## src/rtl/fir_cbuf_pkg.sv

```systemverilog
package fir_cbuf_pkg;
  typedef enum logic [2:0] {
    ST_IDLE,
    ST_RUN,
    ST_DRAIN,
    ST_FIN,
    ST_OUT
  } fir_state_t;
endpackage

```

## src/rtl/fir_cbuf_ram.sv

```systemverilog
module fir_cbuf_ram #(
  parameter int WIDTH = 16,
  parameter int DEPTH = 16,
  localparam int AW = (DEPTH > 1) ? $clog2(DEPTH) : 1
) (
  input  logic             clk,
  input  logic             we,
  input  logic [AW-1:0]    waddr,
  input  logic [WIDTH-1:0] wdata,
  input  logic [AW-1:0]    raddr,
  output logic [WIDTH-1:0] rdata
);
  logic [WIDTH-1:0] mem [DEPTH];

  always_ff @(posedge clk) begin
    if (we) mem[waddr] <= wdata;
    rdata <= mem[raddr];
  end
endmodule

```

## src/rtl/fir_cbuf_macu.sv

```systemverilog
module fir_cbuf_macu #(
  parameter int IN_W  = 16,
  parameter int ACC_W = 36
) (
  input  logic                    clk,
  input  logic                    rst,
  input  logic                    clr,
  input  logic                    en,
  input  logic signed [IN_W-1:0]  a,
  input  logic signed [IN_W-1:0]  b,
  output logic signed [ACC_W-1:0] acc
);
  logic signed [2*IN_W-1:0] prod;

  assign prod = a * b;

  always_ff @(posedge clk) begin
    if (rst || clr) acc <= '0;
    else if (en)    acc <= acc + ACC_W'(prod);
  end
endmodule

```

## src/rtl/fir_cbuf_rndsat.sv

```systemverilog
module fir_cbuf_rndsat #(
  parameter int ACC_W = 36,
  parameter int OUT_W = 16
) (
  input  logic signed [ACC_W-1:0] acc,
  output logic signed [OUT_W-1:0] y
);
  localparam int FRAC = OUT_W - 1;
  localparam int EXT_W = ACC_W + 1;
  localparam logic signed [EXT_W-1:0] HALF = EXT_W'(1) <<< (FRAC - 1);
  localparam logic signed [EXT_W-1:0] VMAX = (EXT_W'(1) <<< (OUT_W - 1)) - EXT_W'(1);
  localparam logic signed [EXT_W-1:0] VMIN = -(EXT_W'(1) <<< (OUT_W - 1));

  logic signed [EXT_W-1:0] rounded;
  logic signed [EXT_W-1:0] scaled;

  always_comb begin
    rounded = EXT_W'(acc) + HALF;
    scaled  = rounded >>> FRAC;
    if (scaled > VMAX)      y = VMAX[OUT_W-1:0];
    else if (scaled < VMIN) y = VMIN[OUT_W-1:0];
    else                    y = scaled[OUT_W-1:0];
  end
endmodule

```

## src/rtl/fir_cbuf_mac.sv

```systemverilog
module fir_cbuf_mac
  import fir_cbuf_pkg::*;
#(
  parameter int DATA_W = 16,
  parameter int TAPS   = 16,
  parameter int GUARD  = 4,
  localparam int PTR_W = $clog2(TAPS)
) (
  input  logic              clk,
  input  logic              rst,
  input  logic              in_valid,
  output logic              in_ready,
  input  logic [DATA_W-1:0] in_data,
  output logic              out_valid,
  input  logic              out_ready,
  output logic [DATA_W-1:0] out_data,
  input  logic              cfg_we,
  input  logic [PTR_W-1:0]  cfg_addr,
  input  logic [DATA_W-1:0] cfg_data
);
  localparam int ACC_W = 2 * DATA_W + GUARD;
  localparam logic [PTR_W-1:0] LAST = PTR_W'(TAPS - 1);
  localparam logic [PTR_W:0]   TAPS_X = (PTR_W + 1)'(TAPS);

  fir_state_t state;
  logic [PTR_W-1:0] tap;
  logic [PTR_W-1:0] wptr;
  logic [PTR_W-1:0] samp_raddr;
  logic [PTR_W:0]   wrap_sum;
  logic             accept;
  logic             coef_we;
  logic             mac_en;
  logic [DATA_W-1:0] coef_q;
  logic [DATA_W-1:0] samp_q;
  logic signed [ACC_W-1:0]  acc;
  logic signed [DATA_W-1:0] result;

  assign in_ready = (state == ST_IDLE);
  assign accept   = in_valid && in_ready;
  assign coef_we  = cfg_we && (state == ST_IDLE);

  // Sample for tap n lives n slots behind the newest one, modulo TAPS.
  always_comb begin
    wrap_sum = {1'b0, wptr} + TAPS_X - {1'b0, tap};
    if (wptr >= tap) samp_raddr = wptr - tap;
    else             samp_raddr = wrap_sum[PTR_W-1:0];
  end

  fir_cbuf_ram #(.WIDTH(DATA_W), .DEPTH(TAPS)) u_coef (
    .clk  (clk),
    .we   (coef_we),
    .waddr(cfg_addr),
    .wdata(cfg_data),
    .raddr(tap),
    .rdata(coef_q)
  );

  fir_cbuf_ram #(.WIDTH(DATA_W), .DEPTH(TAPS)) u_hist (
    .clk  (clk),
    .we   (accept),
    .waddr(wptr),
    .wdata(in_data),
    .raddr(samp_raddr),
    .rdata(samp_q)
  );

  fir_cbuf_macu #(.IN_W(DATA_W), .ACC_W(ACC_W)) u_mac (
    .clk(clk),
    .rst(rst),
    .clr(accept),
    .en (mac_en),
    .a  ($signed(coef_q)),
    .b  ($signed(samp_q)),
    .acc(acc)
  );

  fir_cbuf_rndsat #(.ACC_W(ACC_W), .OUT_W(DATA_W)) u_rs (
    .acc(acc),
    .y  (result)
  );

  always_ff @(posedge clk) begin
    if (rst) begin
      state     <= ST_IDLE;
      tap       <= '0;
      wptr      <= '0;
      mac_en    <= 1'b0;
      out_valid <= 1'b0;
      out_data  <= '0;
    end else begin
      mac_en <= (state == ST_RUN);
      unique case (state)
        ST_IDLE: begin
          if (accept) begin
            tap   <= '0;
            state <= ST_RUN;
          end
        end
        ST_RUN: begin
          if (tap == LAST) state <= ST_DRAIN;
          else             tap   <= tap + 1'b1;
        end
        ST_DRAIN: state <= ST_FIN;
        ST_FIN: begin
          out_data  <= result;
          out_valid <= 1'b1;
          state     <= ST_OUT;
        end
        ST_OUT: begin
          if (out_ready) begin
            out_valid <= 1'b0;
            wptr      <= (wptr == LAST) ? '0 : wptr + 1'b1;
            state     <= ST_IDLE;
          end
        end
        default: state <= ST_IDLE;
      endcase
    end
  end
endmodule

```

## config.mk

```make
export PLATFORM = sky130hd
export DESIGN_NAME = fir_cbuf_mac
export DESIGN_NICKNAME = d
export VERILOG_FILES = /design/src/rtl/fir_cbuf_pkg.sv /design/src/rtl/fir_cbuf_ram.sv /design/src/rtl/fir_cbuf_macu.sv /design/src/rtl/fir_cbuf_rndsat.sv /design/src/rtl/fir_cbuf_mac.sv
export SDC_FILE = /design/constraint.sdc
export NUM_CORES = 1
export LEC_CHECK = 0
export ABC_CLOCK_PERIOD_IN_PS = 13800
export BUFFER_PORTS_ARGS = -buffer_cell sky130_fd_sc_hd__buf_4
export CAP_MARGIN = 5
export CORE_MARGIN = 4
export CORE_UTILIZATION = 65
export DETAILED_ROUTE_END_ITERATION = 8
export PLACE_DENSITY = 0.83
export SKIP_CTS_REPAIR_TIMING = 1
export SLEW_MARGIN = 20
export SYNTH_ARGS = -nofsm -noshare
export SYNTH_HDL_FRONTEND = slang
export SYNTH_HIERARCHICAL = 1
export SYNTH_SLANG_ARGS = --single-unit
```

## constraint.sdc

```tcl
create_clock -name clk -period 13.8 [get_ports clk]
set_clock_uncertainty 0.2 [all_clocks]
set_input_delay 2.07 -clock clk [delete_from_list [all_inputs] [get_ports clk]]
set_output_delay 2.07 -clock clk [all_outputs]
set_load 0.1 [all_outputs]
```

======== After elaboration in Yosys (flattened, before gate mapping) ========
Memories as Yosys holds them, arrays and structs flattened. A register that Yosys moved wholly into a read port is not among the register bits.
Index checks and enable logic that the tools add are counted.
storage, ports and cells
  bits in writable memories ............... 512
  register bits after elaboration ......... 65
  memories kept ........................... 2
  input port bits ......................... 41
  word-level logic and storage cells ...... 57
operators by class
  equality and inequality tests ........... 10
  reduce and logical (&&, ||, !) cells .... 10
  mux-type cells .......................... 17
  magnitude comparators ................... 3
  add/subtract/negate cells ............... 7
  $mul .................................... 1
memories
  name        words  width  read ports  clocked after Yosys merged registers in  wr ports  RTL line            RTL
  u_coef.mem  16     16     1           1                                        1         fir_cbuf_ram.sv:13  logic [WIDTH-1:0] mem [DEPTH];
  u_hist.mem  16     16     1           1                                        1         fir_cbuf_ram.sv:13
operators by type and width
  cell                      number
  $add A36 B16 Y37 const B  1
  $add A36 B32 Y36          1
  $mul A16 B16 Y32          1
  $mux W16                  2
  $gt A22 B16 Y1 const B    1
  $lt A22 B16 Y1 const B    1
  $mux W4                   4
  $pmux W3 S5               1
  $add A4 B1 Y4 const B     3
  $mux W3                   3
  $eq A4 B4 Y1 const B      2
  $pmux W4 S2               1
  $sub A4 B4 Y4             2
  $eq A3 B2 Y1 const B      2
  $reduce_and A3 Y1         2
  $mux W1                   5
  $ge A4 B4 Y1              1
  $ne A2 B1 Y1 const B      2
  $ne A2 B2 Y1 const B      2
  $reduce_and A2 Y1         2
  $reduce_bool A2 Y1        2
  $eq A3 B1 Y1 const B      1
  $eq A3 B3 Y1 const B      1
  $logic_not A3 Y1          1
  other kinds (3)           4

======== Longest topological paths before layout ========
Gate-level depths: netlist of the first run.
  word-level depth ........................ 4
  depth in mapped cells ................... 26
  gate-level depth less buffers ........... 23

======== Hierarchy ========
The synthesis of the first run kept the hierarchy.
modules (own cells, without submodules)
  module           sequential area each (µm²)  cells each  times used  area each (µm²)
  fir_cbuf_ram     8,007.7                     432         2           10,043.4
  fir_cbuf_macu    720.7                       1,434       1           13,088.8
  fir_cbuf_mac     580.6                       154         1           1,315.0
  fir_cbuf_rndsat  0.0                         85          1           700.7

======== Worst setup path after synthesis of the first run ========
Ideal clock, no wire load.
  kind .................................... flip-flop to flip-flop
  from .................................... reg u_hist.rdata[1], read port of u_hist.mem
  to ...................................... reg u_mac.acc[32]
  data arrival time ....................... 6,044 ps
  setup slack ............................. 7,420 ps
  cell stages (with the launch flop) ...... 23
  clock period less this slack ............ 6,380 ps
  buffers on the path ..................... 3
  path through ............................ dfxtp_1 -> clkbuf_1 -> nand2_1 -> fa_1 -> fa_1 -> fa_1 -> inv_1 -> fa_1 -> fa_1 -> inv_1 -> fa_1 -> inv_1 -> ha_1 -> buf_2 -> a21o_1 -> a21oi_1 -> o21ai_0 -> o41ai_1 -> o21ai_0 -> or2_1 -> clkbuf_1 -> a2111oi_0 -> a211oi_1
between the ends
  word-level cells in the longest chain between the ends .. 2
RTL lines
  what                    RTL line             RTL
  start: declaration      fir_cbuf_ram.sv:11   output logic [WIDTH-1:0] rdata
  $mul A16 B16 Y32        fir_cbuf_macu.sv:15  assign prod = a * b;
  $add A36 B32 Y36        fir_cbuf_macu.sv:19  else if (en) acc <= acc + ACC_W'(prod);
  end signal: assignment  fir_cbuf_macu.sv:19
  end: declaration        fir_cbuf_macu.sv:11  output logic signed [ACC_W-1:0] acc
Every way passes these cells.
A chain may end at the register's enable or synchronous reset.

======== Worst setup path in the final report of the first run ========
  from .................................... reg u_hist.rdata[2], read port of u_hist.mem
  to ...................................... reg u_mac.acc[32]
Same word-level chain as after synthesis.

==> metrics.csv, run 1 <==
metric,value,unit
max cap viols,0,
Die Ht,241,um
drt total wl,86100,um
DR iter-0 viols,2474,
Register Area,17300,um2
Initial Util,65.5,%
kind of critical path,flop to flop,
FP Rows,85,
main flop type after synthesis,edfxtp_1,
# clock sinks,609,
Worst setup EP type,flop,
GR Util met1,41.1,%
synthesis warning total,6,
fin crit share,50.2,%
Die X,241,um
hpwl dp,53700,um
syn nets,3006,
grt total ovfl,0,
fin nets,3057,
met3 Use GR,4.70,%
IO buf count,58,
WP data required,14.09,ns
vias per cell,6.38,
Avg Inst Size Synth,13.9,um2
Final Setup Violations,0,
R2R Path End,u_mac/acc[32],
number of fill cells in the layout,3181,
register area share after synthesis,49.2,%
"EDFF count, synth",512,
max_slew headroom,24.5,%
RSZ-0062 raised after global routing,no,
Final min period,6.92,ns
Root Driver,clkbuf_16,
Hold Path Origin,out_data[4],
CTS clock-pin slew for the worst setup and hold paths,0.07,ns
Netlist cell types,81,
pin count of the biggest net entering global routing,70,
CTS H-Tree Depth,2,
Antenna Nets Post-Route,0,
Num CTS Buffers,61,
Hold Path Class,flop to flop,
Vias,21300,
routability cong.,0.892,
Final Hold Viols,0,
hold path endpoint,out_data[4],
outcome,"finished, final reports clean",
Max Slew Vio Count,0,
Seq cells post-synth,609,
Mapped Cells,2537,
clock insertion delay at the later pin of the skew report,0.64,ns
FMAX,0.144,GHz
register-to-register setup slack,6.88,ns
Initial DRT Pass Iterations,9,
Reg2Reg Launch Point,u_hist/rdata[2],
CTS tree,done,
layout cells sized above 1,13.5,%
Setup TNS,0,ns
maximum clock insertion buffer count,3,
die area,57900,um2
initial antenna violation count,4,
area of the core,53700,um2
Worst Tran Pin Value,1.13,ns
startpoint types,flop,
Hold Crit Depth,2,
first-pass GRT wire length,134000,um
CP arrival,7.21,ns
DR WL/cell,25.8,um
DR DRC count,0,
cell area after synthesis,35200,um2
largest fanout on the critical path,16,
reg2reg path depth,20,
Syn-to-layout area delta,9.06,%
GRT met2 Usage,52.0,%
GR Util All Layers,30.6,%
gr busiest metal,met2,
vias in the first global route,22400,
area of the multi-input gates,16000,um2
I/O pins,59,
async set or reset register ratio after synthesis,0,%
-- final cells by class --
cell class                 count  share of cell area [%]
clock inverter                40                    1.27
tap                          696                    2.27
multi-input combinational   1450                    41.6
inverter                     370                    3.62
clock buffer                  76                    4.18
timing repair buffer          96                    1.89
antenna                        2                  0.0130
sequential                   609                    45.1
-- how the worst max path moves through the flow --
stage	start	endpoint	slack, ns
finish	u_hist/rdata[2]	u_mac/acc[32]	6.88
global route	u_hist/rdata[2]	u_mac/acc[32]	6.39
CTS	u_hist/rdata[2]	u_mac/acc[32]	6.95
detailed placement	u_hist/rdata[2]	u_mac/acc[32]	6.97
global placement	u_hist/rdata[2]	u_mac/acc[32]	7.12
floorplan	u_hist/rdata[1]	u_mac/acc[32]	7.42
-- cell families (layout without fill, tap and decap cells) --
family	after synthesis	count (layout)	synth area share, %
AOI/OAI and AO/OA	251	251	5.00
adders and majority gates	428	428	21.9
muxes	144	144	8.86
DFF	609	609	49.2
other	0	2	0
and+or+nand+nor	586	586	8.37
buffers and inverters	478	582	5.60
xor gates and xnor gates	41	41	1.02
-- through the flow --
step	cell area (um2)	instances	setup slack [ns]	hold slack [ns]	util [%]
after floorplan	35200	2537	7.42	0.242	-
after global placement	36300	3221	7.12	0.246	67.5
after detailed placement	36300	3221	6.97	0.251	67.5
after CTS	38400	3337	6.95	0.263	71.4
after global routing	38400	3338	6.39	0.280	71.5
final	38400	3339	6.88	0.262	71.5
-- sequential cells by signal, summed over array words and instances (netlist names) --
register      flops
wptr              4
u_coef/rdata     16
u_mac/acc        36
u_hist/rdata     16
out_data         16
mac_en            1
out_valid         1
state             3
u_coef/mem      256
u_hist/mem      256
tap               4
-- cells in the final DEF (no fill, tap or decap), drive strengths merged, types with 26 or more instances in the layout --
| cell | count |
|---|---|
| nand2 | 227 |
| o21ai | 27 |
| clkbuf | 76 |
| inv | 374 |
| ha | 113 |
| edfxtp | 512 |
| nor3 | 26 |
| fa | 315 |
| nand3 | 34 |
| dfxtp | 97 |
| and2 | 133 |
| mux4 | 128 |
| a21oi | 69 |
| buf | 96 |
| nor2 | 88 |
| a22oi | 64 |
-- synth_stat cells, types with 7 or more instances --
cell | count | area (um2)
fa_1 | 315 | 6310
o22ai_2 | 10 | 125
nor2b_1 | 8 | 50.1
o211ai_1 | 9 | 67.6
nand3b_1 | 13 | 97.6
mux4_1 | 20 | 526
buf_1 | 8 | 30.0
dfxtp_1 | 97 | 1940
buf_6 | 12 | 135
or3_1 | 10 | 62.6
a22oi_1 | 64 | 480
buf_4 | 7 | 52.6
a21o_1 | 13 | 97.6
a21oi_1 | 69 | 345
o21a_1 | 7 | 52.6
buf_2 | 16 | 80.1
xor2_1 | 20 | 175
ha_1 | 113 | 1410
o21ai_0 | 24 | 120
mux2i_1 | 16 | 160
nand2_1 | 226 | 848
nor3_1 | 24 | 120
clkbuf_1 | 60 | 225
mux4_2 | 108 | 2430
nand3_1 | 33 | 165
nand2b_1 | 8 | 50.1
edfxtp_1 | 512 | 15400
xnor2_1 | 21 | 184
and2_1 | 132 | 826
nor2_1 | 87 | 327
inv_1 | 370 | 1390
-- worst max-delay path, cell delays in order, from the launching register on --
cell	delay (ns)
dfxtp_1	0.65
and2_1	0.25
inv_1	0.07
fa_1	0.62
fa_1	0.59
fa_1	0.58
inv_1	0.05
fa_1	0.46
fa_1	0.54
inv_1	0.06
fa_1	0.53
inv_1	0.04
ha_1	0.41
a21o_1	0.20
a21oi_1	0.22
o21ai_0	0.14
o41ai_1	0.24
o21ai_0	0.12
or2_1	0.31
a2111oi_0	0.44
a211oi_1	0.08
-- routing by layer --
| layer | wire, um | part of all wire (%) |
|---|---|---|
| met1 | 31500 | 37 |
| met2 | 43600 | 51 |
| met3 | 7220 | 8.4 |
| met4 | 3700 | 4.3 |
| met5 | 32 | 0.037 |
Power of run 1 is not shown: default switching activity piles up to over one toggle a cycle in this logic, so the estimate is an artifact.
==> run 2, diff against run 1 <==
ABC_CLOCK_PERIOD_IN_PS = 5600   (was 13800)
CORE_UTILIZATION = 58   (was 65)
PLACE_DENSITY = 0.78   (was 0.83)
clock period = 5.6 ns   (was 13.8 ns; I/O delays follow)
==> metrics.csv, run 2 (synthesized netlist as in run 1, its figures left out) <==
metric,value,unit,change
outcome,"complete, but fails checks",,
failing checks,setup timing,,
CP arrival,6.41,ns,-0.80 ns
worst path buffer plus inverter count,4,,unchanged
layout cells sized above 1,26.3,%,+13 points
"most common cell after layout, fill and taps aside",edfxtp_1,,
Final min period,6.08,ns,-0.843 ns
met3 Use GR,5.45,%,+0.75 points
RSZ-0062 raised after global routing,yes,,
# clock sinks,609,,unchanged
GR Util met1,36.1,%,-5.1 points
CTS clock-pin slew for the worst setup and hold paths,0.06,ns,about the same
Max Slew Vio Count,0,,unchanged
fin crit share,109,%,+58 points
FMAX,0.165,GHz,+14%
Final Hold Viols,0,,unchanged
grt total ovfl,0,,unchanged
maximum clock insertion buffer count,3,,unchanged
number of fill cells in the layout,3790,,+19%
Worst Tran Pin Value,1.14,ns,+0.00388 ns
DR WL/cell,23.6,um,-8.4%
WP data required,5.93,ns,-8.16 ns
Worst path depth,17,,-15%
die area,64700,um2,+12%
Final Setup Violations,17,,+17
slowest cell delay on critical path,0.70,ns,+0.05 ns
Initial Util,58.4,%,-7.1 points
Root Driver,clkbuf_16,,
top flop regs,"u_coef/mem (256), u_hist/mem (256), u_mac/acc (36)",,
Antenna Nets Post-Route,0,,unchanged
startpoint types,flop,,
Vias,21700,,+1.6%
Initial DRT Pass Iterations,5,,-4
gr busiest metal,met2,,
Hold Crit Depth,2,,unchanged
crit-path cells,and2_4 > inv_2 > fa_2 > fa_2 > clkinvlp_4 > buf_6 > fa_1 > fa_2 > fa_1 > fa_1 > ha_4 > buf_6 > nand4_1 > a31oi_4 > a31oi_1 > or3_1 > a311oi_1,,
drt total wl,86200,um,+0.12%
vias per cell,5.94,,-7.0%
clock insertion delay at the later pin of the skew report,0.64,ns,about the same
reg2reg path depth,17,,-15%
DR iter-0 viols,1876,,-24%
Area after DPL,38000,um2,+4.8%
GR Util All Layers,27.0,%,-3.6 points
CTS H-Tree Depth,3,,+1
Die X,254,um,+5.7%
hpwl dp,57700,um,+7.4%
Num CTS Buffers,66,,+8.2%
most frequent cells in the layout,"512 x edfxtp_1, 342 x inv_1, 301 x fa_1, 279 x buf_4, 215 x nand2_1",,
DR DRC count,0,,unchanged
IO buf count,58,,unchanged
first-pass GRT wire length,133000,um,-0.58%
max_slew headroom,24.0,%,-0.46 points
slowest CP cell,fa_2,,
initial antenna violation count,4,,unchanged
routability cong.,0.926,,+3.8%
I/O pins,59,,unchanged
setup ws final,-0.478,ns,-7.36 ns
largest fanout on the critical path,7,,-9
CTS tree,done,,
kind of critical path,flop to flop,,
Syn-to-layout area delta,17.6,%,
FP Rows,90,,+5.9%
area of the core,60200,um2,+12%
Hold Path Class,flop to flop,,
max cap viols,0,,unchanged
Worst setup EP type,flop,,
pin count of the biggest net entering global routing,65,,-7.1%
Setup TNS,-4.93,ns,-4.93 ns
GRT met2 Usage,44.9,%,-7.0 points
vias in the first global route,23100,,+3.0%
area of all placed cells without fillers,41400,um2,+7.8%
Die Ht,254,um,+5.7%
fin nets,3282,,+7.4%
cell family with most CP delay,adder cells,,
## run 2: worst register-to-register path: cells and delay by family (launching register included)
family / cells / cell delay (ns)
compound gates: 3 / 0.60
fa+ha+maj: 7 / 3.51
buf+inv: 4 / 0.52
flops: 1 / 0.38
simple gates: 3 / 0.75
## run 2: stage by stage
| stage | cells | hold slack, ns | util, % | setup WS, ns |
|---|---|---|---|---|
| floorplan | 2537 | 0.242 | - | -0.304 |
| global placement | 3488 | 0.247 | 63.1 | -0.472 |
| detailed placement | 3488 | 0.250 | 63.1 | -0.640 |
| CTS | 3607 | 0.259 | 66.9 | -0.693 |
| global route | 3648 | 0.277 | 68.7 | -0.691 |
| finish | 3648 | 0.261 | 68.7 | -0.478 |
## run 2: path summary, 6_finish.rpt
check | startpoint | endpoint | slack [ns]
max reg2reg | u_coef/rdata[15] | u_mac/acc[33] | -0.48
max | u_coef/rdata[15] | u_mac/acc[33] | -0.48
min | out_data[8] | out_data[8] | 0.26
min reg2reg | out_data[8] | out_data[8] | 0.26
## run 2: final cells by class
cell class                 instances  area, um2  share of cell area [%]
clock inverter                    37        542                    1.31
clock buffer                      82       1750                    4.23
timing repair buffer             316       2590                    6.26
multi-input combinational       1450      16700                    40.4
sequential                       609      17400                    42.0
tap                              782        978                    2.36
antenna                            2       5.00                  0.0121
inverter                         370       1390                    3.37
## run 2: metal layers
| metal | vias up | routed length [um] | part of all wire [%] |
|---|---|---|---|
| li1 | 9373 | - | - |
| met1 | 11100 | 33300 | 39 |
| met2 | 936 | 43200 | 50 |
| met3 | 214 | 6470 | 7.5 |
| met4 | 2 | 3220 | 3.7 |
| met5 | - | 7 | 0.0081 |
Power of run 2 is left out for the same reason.
